`src/rtl/parity_xcvr.sv`:
```
module parity_xcvr #(
  parameter int WIDTH = 8
) (
  input  logic             oe_n,
  input  logic             tx,
  input  logic             odd_sel,
  input  logic [WIDTH-1:0] a_in,
  output logic [WIDTH-1:0] a_out,
  output logic             a_oe,
  input  logic [WIDTH-1:0] b_in,
  output logic [WIDTH-1:0] b_out,
  output logic             b_oe,
  input  logic             par_in,
  output logic             par_out,
  output logic             par_oe,
  output logic             err
);

  logic en;

  assign en      = ~oe_n;
  assign b_oe    = en & tx;
  assign a_oe    = en & ~tx;
  assign par_oe  = en & tx;
  assign b_out   = b_oe ? a_in : '0;
  assign a_out   = a_oe ? b_in : '0;
  assign par_out = par_oe & ((^a_in) ^ odd_sel);
  assign err     = en & ((^{b_in, par_in}) ^ odd_sel);

  always_comb begin
    if (oe_n) begin
      p_quiet_when_off_r5: assert (!a_oe && !b_oe && !par_oe && !err);
    end
    p_single_driver_r2: assert (!(a_oe && b_oe));
    if (b_oe) begin
      p_a_to_b_r1: assert (b_out == a_in);
    end
    if (a_oe) begin
      p_b_to_a_r2: assert (a_out == b_in);
    end
    if (par_oe) begin
      p_parity_with_b_r3: assert (b_oe);
      p_gen_sense_r4: assert ((($countones({b_out, par_out}) % 2) == 1) == odd_sel);
    end
    if (err) begin
      p_err_only_bad_word_r6: assert (!oe_n && ((($countones({b_in, par_in}) % 2) == 1) != odd_sel));
    end
    if (!b_oe) begin
      p_idle_b_zero_r7: assert (b_out == '0 && par_out == 1'b0);
    end
  end

endmodule

```
`config.mk`:
```
export PLATFORM = sky130hd
export DESIGN_NAME = parity_xcvr
export DESIGN_NICKNAME = d
export VERILOG_FILES = /design/src/rtl/parity_xcvr.sv
export SDC_FILE = /design/constraint.sdc
export NUM_CORES = 1
export LEC_CHECK = 0
export BUFFER_PORTS_ARGS = -buffer_cell sky130_fd_sc_hd__buf_2
export CAP_MARGIN = 20
export CORE_AREA = 5 5 42 44
export DETAILED_ROUTE_END_ITERATION = 16
export DIE_AREA = 0 0 47 49
export PLACE_DENSITY = 0.6
export SYNTH_ARGS = -nofsm -noshare
export SYNTH_HDL_FRONTEND = slang
export SYNTH_SLANG_ARGS = --single-unit
export TNS_END_PERCENT = 10
```
`constraint.sdc`:
```
create_clock -name vclk -period 3.47
set_clock_uncertainty 0.1 [all_clocks]
set_input_delay 0.8675 -clock vclk [all_inputs]
set_output_delay 0.8675 -clock vclk [all_outputs]
set_load 0.1 [all_outputs]
```
## Word level (Yosys, flattened, before mapping)

Cells that the tools add are included.

- $add $sub $neg: 0
- $mul: 0
- Div/mod/pow operators: 0
- Order comparisons: 0
- Equality and inequality tests: 0
- Shift-type cells: 0
- Multiplexer cells: 2
- Bitwise operators: 8
- Reductions and logical operators: 2

Operators with widths:

| kind | count |
|---|---|
| 8-bit 2-to-1 mux | 2 |
| 9-bit XOR reduction | 1 |
| 8-bit XOR reduction | 1 |
| 1-bit AND | 4 |
| 1-bit NOT | 2 |
| 1-bit bitwise XOR | 2 |

- Bits in registers: 0
- Latch bits: 0
- Memory bits (writable): 0
- Bits in read-only memories: 0
- Bits of input ports: 20
- Output and inout bits: 21
- Word-level logic and storage cells: 12
- Memories: 0

## Logic depth before layout (Yosys ltp)

- Depth in word-level cells: 3
- Mapped depth: 4
- Mapped depth without buffers: 4

## Least setup slack after synthesis

OpenSTA, ideal clock, no wires.

- Kind: input to output
- Start point: in tx
- End point: out a_out[0]
- Arrival time: 3.193 ns
- Data required time: 2.503 ns
- Setup slack: -0.691 ns
- Cell stages on the path: 2
- Path buffers: 0
- Path through: nor2_1 and2_1

- Cells in the longest elaborated chain, start to end: 3

Ends and longest elaborated chain:

| item | line | RTL |
|---|---|---|
| start: declaration | 5 | `input logic tx,` |
| 1-bit NOT | 23 | `assign a_oe = en & ~tx;` |
| 1-bit AND | 23 |  |
| 8-bit 2-to-1 mux | 26 | `assign a_out = a_oe ? b_in : '0;` |
| end: declaration | 8 | `output logic [WIDTH-1:0] a_out,` |

Every way passes these cells.

## Worst setup path in the final report

- Start point: in a_in[3]
- End point: out par_out

- Cells in the longest elaborated chain, start to end: 3

Ends and longest elaborated chain:

| item | line | RTL |
|---|---|---|
| start: declaration | 7 | `input logic [WIDTH-1:0] a_in,` |
| 8-bit XOR reduction | 27 | `assign par_out = par_oe & ((^a_in) ^ odd_sel);` |
| 1-bit bitwise XOR | 27 |  |
| 1-bit AND | 27 |  |
| end: declaration | 14 | `output logic par_out,` |

Every way passes these cells.

==> results.toml <==
[status]
status = "finished clean"

[floorplan]
initial_core_util_pct = 20.71
chipWidth_um = 47
ios = 41
core_um2 = 1401
die-area_um2 = 2303
num_rows = 14
die_h_um = 49

[yosys]
yosys_warnings = 0
yosysTopAreaCellShare_pct = 36.64
netlist_area_um2 = 290.3
synth_nets = 57
ys_types = 8
synth_compound_area_share_pct = 0
ys_top_cells_by_area = "and2_1 (37%), xnor2_1 (33%), xnor3_1 (16%), xor2_1 (6.0%), buf_4 (2.6%)"
synth_top_family_by_area = "XOR/XNOR gates"
synthSimpleGateAreaFrac_pct = 41.38
synthMuxAreaShare_pct = 0
synth_xor_area_share_pct = 54.74
avgSynthCellArea_um2 = 7.845
synthCells = 37
synth_seq_area_share_pct = 0
synthAdderAreaFrac_pct = 0
yosysTopAreaCell = "and2_1"

[worst_hold_path]
hold_path_end = "err"
hold_class = "in -> out"
worstHoldStart = "oe_n"
whs_path_depth = 3

[power_and_ir_drop]
p_sw_share_pct = 67.88
power_frac_seq_pct = 0
ir_drop_v = 0.0001302
total_power_uw = 201.3
total_leakage_power_uw = 0.0003099
power_density_nw_per_um2 = 375.1
p_sw_uw = 136.7
pwr-share-clk_pct = 0
internal-power_uw = 64.68
power_frac_comb_pct = 100.0

[sta]
tightest_slew_ns = 0.5145
hold_viol_final = 0
rsz0062_at_grt = "no"
slew_viol_final = 0
tns_ns = 0
timing.fmax_ghz = 0.3303
setup_viol = 0
period_minus_slack_ns = 3.028
relSlewSlack_pct = 65.63
period_share_pct = 87.26
holdWs_ns = 1.978

[cells_and_area]
nClkBuffers = 0
layout_common_cells = "buf_2 (39), and2_1 (17), xnor2_1 (11)"
final_common_cell = "buf_2"
area.growth.synth_to_final_pct = 84.91
seqCellArea_um2 = 0
final_cells = 92
num-fill-cells = 159
design_area_um2 = 536.8
nets = 98
n_sequential_cell = 0
drive_gt1_share_pct = 55.26
diodes = 0

[worst_setup_path]
cp_top_family = "XOR/XNOR gates"
max_stage_delay_ns = 0.43
cp_slowest_cell = "xnor3_1"
cp-start-kind = "input pin"
crit_type = "in -> out"
critPathArrivalTime_ns = 2.06
critPathRequiredTime_ns = 2.50
path_cells = "buf_2 > xor2_1 > xnor3_1 > xnor2_1 > and2_1 > buf_12"
path_buf_inv = 2
endpoint_kind = "output pin"
cp_max_fo = 2

[cts]
cts_hold_buf = 0
post_cts_buffers = 0
ctsResizeCount = 0

[grt]
antenna_found_initial = 0
grt_max_degree = 12
grt_usage_pct = 7.037
grt_pass1_wl_mm = 1.297
grt_overflow_total = 0
grt_pass1_vias = 331

[drt]
wl_per_cell_um = 9.663
vias_per_cell = 4.054
ant_nets = 0
route.detailed.drc = 0
vias = 373
dr.pass1.iters = 2
drt_iter0_drc = 4
totalWireLength_um = 889

[place]
placed_area_um2 = 536.8
dp_hpwl_um = 817.4
routabilityCongestion = 0.5585
port_buffers = 41
place_inst = 92

[job]
max_cap_viol_count = 0
[power groups by stage]
stage / Combinational [uW] / Sequential (uW) / Clock [uW]
after floorplan: 153 / 0 / 0
after global placement: 202 / 0 / 0
after detailed placement: 203 / 0 / 0
after CTS: 203 / 0 / 0
after global routing: 209 / 0 / 0
final: 201 / 0 / 0
[synth_stat cells, drive strengths merged]
master,n
xor2,2
xnor2,11
buf,1
and2,17
nor2b,1
nor2,2
clkbuf,1
xnor3,2
[cell families (layout without fill, tap and decap cells)]
logic type / count (synthesis) / count (layout)
simple gates: 20 / 20
xor+xnor: 15 / 15
buf+inv: 2 / 41
[per-layer routing]
| metal | GRT usage, % | share of wire, % | wire length, um |
|---|---|---|---|
| met5 | 0 | 0 | 0 |
| met4 | 0 | 0 | 0 |
| met3 | 0.3690 | 12 | 108 |
| met1 | 8.553 | 34 | 302 |
| met2 | 13.57 | 54 | 477 |
[worst min-delay path: cells and delay by family]
kind / cells / cell delay (ns)
buffers and inverters: 2 / 0.27
AND/OR/NAND/NOR: 1 / 0.07
[through the flow]
| step | setup WS [ns] | util [%] |
|---|---|---|
| 3_5_place_dp | 0.4245 | 38.30 |
| 4_1_cts | 0.4248 | 38.30 |
| 6_report | 0.4422 | 38.30 |
| 3_3_place_gp | 0.4492 | 38.30 |
| 5_1_grt | 0.3015 | 38.30 |
| 2_1_floorplan | -0.2875 | - |
[final cells by class]
type | count | area (um2) | area share, %
Multi-Input combinational cell | 35 | 281.5 | 52.45
Timing Repair Buffer | 41 | 235.2 | 43.82
Tap cell | 16 | 20.02 | 3.730
[how the worst max path moves through the flow]
stage          startpoint       end  slack, ns  cells after the start
6_report          a_in[3]   par_out       0.44                      6
5_1_grt              oe_n  b_out[2]       0.30                      4
4_1_cts              oe_n  b_out[2]       0.42                      4
3_5_place_dp         oe_n  b_out[2]       0.42                      4
3_3_place_gp      b_in[2]       err       0.45                      6
2_1_floorplan     b_in[1]       err      -0.29                      4
No activity file was read; power rests on OpenSTA's default activity.
